### src/rtl/bank_dec_pkg.sv
package bank_dec_pkg;

  localparam int CPU_ADDR_W    = 16;
  localparam int PAGE_REG_W    = 8;
  localparam int ROM_PAGE_BITS = 3;
  localparam int RAM_PAGE_BITS = 5;
  localparam int WINDOW_BITS   = 14;

  typedef enum logic [1:0] {
    REG_ROM_FIXED = 2'b00,
    REG_ROM_SWAP  = 2'b01,
    REG_RAM_FIXED = 2'b10,
    REG_RAM_SWAP  = 2'b11
  } region_e;

  // Region from the two address bits above the window offset.
  function automatic region_e region_of(input logic [1:0] hi);
    region_e r;
    unique case (hi)
      2'b00:   r = REG_ROM_FIXED;
      2'b01:   r = REG_ROM_SWAP;
      2'b10:   r = REG_RAM_FIXED;
      default: r = REG_RAM_SWAP;
    endcase
    return r;
  endfunction

  function automatic logic region_is_ram(input region_e r);
    return (r == REG_RAM_FIXED) || (r == REG_RAM_SWAP);
  endfunction

  function automatic logic region_is_swap(input region_e r);
    return (r == REG_ROM_SWAP) || (r == REG_RAM_SWAP);
  endfunction

endpackage

### src/rtl/page_reg.sv
module page_reg #(
  parameter int WIDTH = bank_dec_pkg::PAGE_REG_W
) (
  input  logic             clk,
  input  logic             rst_n,
  input  logic             wr_n,
  input  logic [WIDTH-1:0] d,
  output logic [WIDTH-1:0] q
);

  logic load_ev;
  assign load_ev = !wr_n;

  always_ff @(posedge clk or negedge rst_n) begin
    if (!rst_n)       q <= '0;
    else if (load_ev) q <= d;
  end

  // a strobe at one edge leaves the data word in the register after it
  assert_load_R5: assert property (@(posedge clk) disable iff (!rst_n)
    !wr_n |=> (q == $past(d)));

  // without a strobe the register holds
  assert_hold_R5: assert property (@(posedge clk) disable iff (!rst_n)
    wr_n |=> $stable(q));

endmodule

### src/rtl/chip_select.sv
module chip_select
  import bank_dec_pkg::*;
(
  input  logic       clk,
  input  logic       rst_n,
  input  logic       mreq_n,
  input  logic [1:0] addr_hi,
  output logic       rom_ce_n,
  output logic       ram_ce_n
);

  region_e region;
  logic    want_ram;
  logic    cycle_on;

  assign region   = region_of(addr_hi);
  assign want_ram = region_is_ram(region);
  assign cycle_on = !mreq_n;

  always_comb begin
    rom_ce_n = 1'b1;
    ram_ce_n = 1'b1;
    if (cycle_on) begin
      if (want_ram) ram_ce_n = 1'b0;
      else          rom_ce_n = 1'b0;
    end
  end

  // the two devices are never enabled together
  assert_exclusive_R4: assert property (@(posedge clk) disable iff (!rst_n)
    !(!rom_ce_n && !ram_ce_n));

  // no enable outside a memory cycle
  assert_idle_R3: assert property (@(posedge clk) disable iff (!rst_n)
    mreq_n |-> (rom_ce_n && ram_ce_n));

  // the upper half of the map reaches RAM only
  assert_ram_R1: assert property (@(posedge clk) disable iff (!rst_n)
    (!mreq_n && addr_hi[1]) |-> (!ram_ce_n && rom_ce_n));

  // the lower half of the map reaches ROM only
  assert_rom_R2: assert property (@(posedge clk) disable iff (!rst_n)
    (!mreq_n && !addr_hi[1]) |-> (!rom_ce_n && ram_ce_n));

endmodule

### src/rtl/page_gate.sv
module page_gate #(
  parameter int BITS = 3
) (
  input  logic            clk,
  input  logic            rst_n,
  input  logic            swap_win,
  input  logic [BITS-1:0] page,
  output logic [BITS-1:0] ext
);

  for (genvar i = 0; i < BITS; i++) begin : g_and
    assign ext[i] = page[i] & swap_win;
  end

  // the fixed window forces every extended line to zero
  assert_fixed_zero_R7: assert property (@(posedge clk) disable iff (!rst_n)
    !swap_win |-> (ext == '0));

endmodule

### src/rtl/bank_mem_decoder.sv
module bank_mem_decoder
  import bank_dec_pkg::*;
#(
  parameter int ADDR_W   = CPU_ADDR_W,
  parameter int REG_W    = PAGE_REG_W,
  parameter int ROM_PB   = ROM_PAGE_BITS,
  parameter int RAM_PB   = RAM_PAGE_BITS,
  parameter int WIN_W    = WINDOW_BITS,
  localparam int ROM_AW  = WIN_W + ROM_PB,
  localparam int RAM_AW  = WIN_W + RAM_PB
) (
  input  logic              clk,
  input  logic              rst_n,
  input  logic              mreq_n,
  input  logic              bank_wr_n,
  input  logic [ADDR_W-1:0] addr,
  input  logic [REG_W-1:0]  din,
  output logic              rom_ce_n,
  output logic              ram_ce_n,
  output logic [ROM_AW-1:0] rom_addr,
  output logic [RAM_AW-1:0] ram_addr
);

  logic [REG_W-1:0]  page_q;
  logic [ROM_PB-1:0] rom_ext;
  logic [RAM_PB-1:0] ram_ext;
  logic              swap_win;

  assign swap_win = addr[WIN_W];

  page_reg #(.WIDTH(REG_W)) u_page (
    .clk   (clk),
    .rst_n (rst_n),
    .wr_n  (bank_wr_n),
    .d     (din),
    .q     (page_q)
  );

  chip_select u_cs (
    .clk      (clk),
    .rst_n    (rst_n),
    .mreq_n   (mreq_n),
    .addr_hi  (addr[ADDR_W-1:ADDR_W-2]),
    .rom_ce_n (rom_ce_n),
    .ram_ce_n (ram_ce_n)
  );

  page_gate #(.BITS(ROM_PB)) u_rom_gate (
    .clk      (clk),
    .rst_n    (rst_n),
    .swap_win (swap_win),
    .page     (page_q[ROM_PB-1:0]),
    .ext      (rom_ext)
  );

  page_gate #(.BITS(RAM_PB)) u_ram_gate (
    .clk      (clk),
    .rst_n    (rst_n),
    .swap_win (swap_win),
    .page     (page_q[ROM_PB +: RAM_PB]),
    .ext      (ram_ext)
  );

  assign rom_addr = {rom_ext, addr[WIN_W-1:0]};
  assign ram_addr = {ram_ext, addr[WIN_W-1:0]};

  // switchable window shows the register slices
  assert_follow_R8: assert property (@(posedge clk) disable iff (!rst_n)
    swap_win |-> (rom_addr[ROM_AW-1:WIN_W] == page_q[ROM_PB-1:0]
               && ram_addr[RAM_AW-1:WIN_W] == page_q[ROM_PB +: RAM_PB]));

  // offset inside the window passes to both devices
  assert_offset_R9: assert property (@(posedge clk) disable iff (!rst_n)
    (rom_addr[WIN_W-1:0] == addr[WIN_W-1:0])
    && (ram_addr[WIN_W-1:0] == addr[WIN_W-1:0]));

  // page value survives a fixed-window access
  assert_keep_R10: assert property (@(posedge clk) disable iff (!rst_n)
    ($past(!swap_win) && $past(bank_wr_n) && swap_win)
      |-> (rom_addr[ROM_AW-1:WIN_W] == $past(page_q[ROM_PB-1:0])));

endmodule

### config.mk
export PLATFORM = sky130hd
export DESIGN_NAME = bank_mem_decoder
export DESIGN_NICKNAME = d
export VERILOG_FILES = /design/src/rtl/bank_dec_pkg.sv /design/src/rtl/page_reg.sv /design/src/rtl/chip_select.sv /design/src/rtl/page_gate.sv /design/src/rtl/bank_mem_decoder.sv
export SDC_FILE = /design/constraint.sdc
export NUM_CORES = 1
export LEC_CHECK = 0
export BUFFER_PORTS_ARGS = -buffer_cell sky130_fd_sc_hd__buf_2
export CAP_MARGIN = 20
export CORE_MARGIN = 10
export CORE_UTILIZATION = 33
export CTS_CLUSTER_DIAMETER = 200
export DETAILED_ROUTE_END_ITERATION = 8
export PLACE_DENSITY_LB_ADDON = 0.25
export SYNTH_ARGS = -nofsm -noshare
export SYNTH_HDL_FRONTEND = slang
export SYNTH_HIERARCHICAL = 1
export SYNTH_SLANG_ARGS = --single-unit
### constraint.sdc
create_clock -name clk -period 0.9 [get_ports clk]
set_input_delay 0.09 -clock clk [delete_from_list [all_inputs] [get_ports clk]]
set_output_delay 0.09 -clock clk [all_outputs]
set_load 0.03 [all_outputs]
==> Word-level counts from Yosys, hierarchy flattened <==
Index checks and enable logic that the tools add are counted.
{ "totals": {"input_bits": 28, "output_inout_bits": 38, "elab_cells": 20, "ff_bits": 8} }
{ "classes": {"n_eq_ne": 4, "n_mux": 5, "reduce_logical": 2, "n_bitwise": 8} }
{ "op_table": {"columns": ["cell", "n"], "rows": [
  ["$and 1x1->1", 8],
  ["$eq 2x2->1 const B", 3],
  ["$pmux 2 s3", 1],
  ["$mux 1", 4],
  ["$eq 2x1->1 const B", 1],
  ["$logic_not 2->1", 1],
  ["$logic_or 1x1->1", 1]
]} }

==> Depth between registers and ports, before layout <==
{ "logic_depth": {"word_depth": 6, "mapped_depth": 2, "mapped_depth_nobuf": 1} }

==> Cells and area by module <==
The synthesis kept the hierarchy.
{ "by_module_without_submodules": {"columns": ["mod", "n_inst", "area_per_inst_um2", "cells_each", "seq_area_each_um2"], "rows": [
  ["page_reg", 1, 331.6, 17, 200.2],
  ["bank_mem_decoder", 1, 210.2, 28, 0.0],
  ["page_gate at u_ram_gate", 1, 31.3, 5, 0.0],
  ["page_gate at u_rom_gate", 1, 18.8, 3, 0.0],
  ["chip_select", 1, 12.5, 2, 0.0]
]} }

==> Worst setup path before layout <==
Ideal clock, no wire load.
{ "synth_path": {"path_kind": "flip-flop to flip-flop", "startpoint": "register, netlist name u_page/q[0]", "endpoint": "register u_page.q[0]", "period_less_slack_ns": 0.714, "n_path_buf": 0, "required_ns": 0.775, "arrival_time_ns": 0.588, "slack_ns": 0.186, "setup_time_ns": 0.125, "path_stages_with_launch": 2, "path_cell_list": "dfrtp_1 mux2_4"} }
{ "synth_rtl": {"columns": ["item", "line", "source"], "rows": [
  ["to (signal assigned)", "page_reg.sv:15", "if (!rst_n) q <= '0;"],
  ["to (signal assigned)", "page_reg.sv:16", "else if (load_ev) q <= d;"],
  ["to (decl)", "page_reg.sv:8", "output logic [WIDTH-1:0] q"]
]} }

==> Final worst setup path <==
{ "layout_path": {"startpoint": "register u_page.q[3]", "endpoint": "output ram_addr[14]"} }
{ "layout_via": {"elab_chain_len": 1} }
{ "layout_lines": {"columns": ["item", "line", "source"], "rows": [
  ["$and 1x1->1", "page_gate.sv:12", "assign ext[i] = page[i] & swap_win;"],
  ["to (decl)", "bank_mem_decoder.sv:21", "output logic [RAM_AW-1:0] ram_addr"]
]} }
Every way passes these cells.

==> results.md <==
- Clk_lat worst skew: 0.24 ns
- DRT iter0 DRCs: 0
- Largest net degree at the start of global routing: 9
- # DRC: 0
- Synthesized cell area: 604 sq um
- GRT overflow: 0
- Reg-to-reg setup timing slack: -0.09 ns
- Worst EP required: 0.81 ns
- M1 GR Usage: 0.0668
- Least-Margin Pin Slew: 0.252 ns
- Worst R2R Path Depth: 3
- Post-Syn Nets: 83
- Final Cycle Share: 1.12
- GPL Wtd Cong: 0.617
- Worst VDD drop: 0.752 mV
- GRT Util Overall: 0.0595
- Failing checks: negative setup slack
- Layout fillers: 188
- Largest delay contributor family on the critical path: flip-flops
- Max-cap violations: 0
- Setup Skew: 0 ns
- Hold wc startpoint: din[1]
- Synth Area in Simple Gates: 0.104
- CTS max path bufs: 2
- Placed Instance Area: 529 sq um
- Antenna violations before repair: 0
- Capturing point of the worst reg2reg path: u_page/q[3]
- PwrDens: 1510 nW/um^2
- Synth top cells by count: buf_4, and2_1, dfrtp_1, mux2_4
- Hold Path Depth: 2
- Nature of the critical path startpoint: flop
- Top cell type's share of synthesized area: 0.348
- Internal: 746 uW
- Via count: 324
- Clk Tree Root Cell: clkbuf_4
- DIE AREA: 3940 sq um
- Primary FF master, synth: dfrtp_1
- Cell with the most instances after synthesis: buf_4
- Setup violation total in the final timing report: 9
- Worst EP arrival: 0.92 ns
- Drt first pass iters: 1
- XOR/XNOR Fraction of Synth Area: 0
- Worst R2R Start: u_page/q[3]
- Cells after Synth: 55
- Worst Hold End: u_page/q[1]
- Slowest-stage cell, CP: dfrtp_1
- TritonCTS clock tree: yes
- Biggest regs: u_page/q: 8 flops
- Worst setup margin: -0.112 ns
- YS warnings: 6
- Pwr Total: 1020 uW
- First-pass GRT wire length: 1790 um
- Slowest stage delay, CP: 0.38 ns
- Critical Path Fanout Max: 2
- Area grow syn2layout: 12.0%
- Die height: 62.8 um
- Dominant cell type by area after synthesis: buf_4
- CP Capture Type: primary output
- Adder-Cell Fraction of Synth Area: 0
- GR peak layer: met2
- Diode count: 0
- I/O pin count: 66
- Vias in the first global route: 391
- Initial core utilization: 0.350
- Nets: 89
- Total routed wirelength: 1120 um
- Clock power share: 0.263
- Clock H-tree levels: 1
- Fraction of registers with async set/reset: 1.00
- Combinational power share: 0.330
- Die X-Extent: 62.8 um
- Slew HR: 0.832
- CTS buffer count: 3
- Mean area per synthesized cell: 11.0 sq um
- Final instance area: 677 sq um
- Switching portion of total power: 0.268
- Layout cells sized above 1: 0.814
- Row cnt: 15
- Buffers & Inverters on Critical Path: 1
- Final min period: 1.01 ns
- P_sw: 273 uW
- Sink Count: 8
- Core area: 1730 sq um
- Main combinational cell family by area after synthesis: buffers and inverters
- Post-synth EDFFs: 0
- Fin. Hold Viols: 0
- Seq cells post-synth: 8
- Met3 Usage GRT: 0.0394
- Sequential share of power: 0.408
- RSZ-0062 raised after global routing: yes
- Clock Pin Slew Worst Setup and Hold Paths: 0.06 ns
- Synth area leaders: buf_4, dfrtp_1, mux2_4
- Crit Path Category: reg2out
- Hold crit path type: in2reg
- Drt wl/cell: 13.3 um
- Compound-Gate Fraction of Synth Area: 0
- Number of port buffers: 23
- Max reg flops: 8
- Peak Freq: 0.988 GHz
- Crit-path cells: and2_4, buf_6
- Met2 Track Usage GR: 0.0744
- Final slew viol count: 0
- Via density: 3.86
- Final ANT Viol Nets: 0
- Mux cell area share after synthesis: 0.199
- Synth cell types: 7
- Leak: 0.000353 uW
- Setup tns final: -0.864 ns
- Largest Register: u_page/q
- Sequential area share after synthesis: 0.331
- Status: finished, violations left
==> stage by stage <==
| stage | util | hold WS, ns | cells | setup slack, ns |
|---|---|---|---|---|
| finish | 0.392 | 0.0665 | 84 | -0.112 |
| global route | 0.392 | 0.0500 | 84 | -0.151 |
| CTS | 0.383 | 0.0538 | 82 | -0.126 |
| detailed placement | 0.307 | -0.0536 | 74 | 0.106 |
| global placement | 0.307 | -0.0578 | 74 | 0.119 |
| floorplan | - | -0.206 | 55 | 0.186 |
==> how the worst max path moves through the flow <==
| stage | from | end | slack, ns | cells after the start |
|---|---|---|---|---|
| CTS | u_page/q[6] | ram_addr[17] | -0.13 | 2 |
| global placement | bank_wr_n | u_page/q[1] | 0.12 | 2 |
| floorplan | u_page/q[0] | u_page/q[0] | 0.19 | 1 |
| detailed placement | bank_wr_n | u_page/q[1] | 0.11 | 2 |
| global route | u_page/q[3] | ram_addr[14] | -0.15 | 2 |
| finish | u_page/q[3] | ram_addr[14] | -0.11 | 2 |
==> cells by family after synthesis <==
group	Yosys count
buf+inv	29
simple gates	10
mux	8
flops	8
==> layout by cell type (no fill, tap or decap) <==
cell / instances
clkbuf_4: 3
and2_4: 8
nand2b_1: 1
dlygate4sd3_1: 1
mux2_4: 8
buf_4: 6
buf_2: 15
dfrtp_1: 8
or2_1: 1
buf_6: 8
==> per-layer routing <==
layer / routed length [um] / part of all wire
met1: 451 / 0.40
met2: 511 / 0.46
met3: 153 / 0.14
met4: 5 / 0.0045
met5: 0 / 0
==> cell type report <==
class / count / area, sq um / share of cell area
flip-flops and latches: 8 / 200 / 0.296
well taps: 25 / 31.3 / 0.0462
multi-input cells: 18 / 203 / 0.299
repair buffers: 30 / 220 / 0.325
clock buffers: 3 / 22.5 / 0.0333
==> power groups by stage <==
| stage | Sequential [uW] | Combinational (uW) | Clock, uW |
|---|---|---|---|
| 2_1_floorplan | 414 | 395 | 0 |
| 3_3_place_gp | 420 | 232 | 0 |
| 3_5_place_dp | 419 | 235 | 0 |
| 4_1_cts | 415 | 327 | 289 |
| 5_1_grt | 418 | 359 | 317 |
| 6_report | 415 | 336 | 268 |
==> worst register-to-register path: stages (launching register included) <==
cell and delay [ns]:
dfrtp_1 0.38, buf_4 0.13, buf_4 0.12, mux2_4 0.24
==> what timing repair did <==
action	in CTS	in global routing
resized for setup	24	0
hold buffers	1	0
endpoints found under the hold margin	8	0
setup endpoints to repair	8	8
setup buffers	4	2
pin swaps	1	0
(Power assumes the default switching activity.)
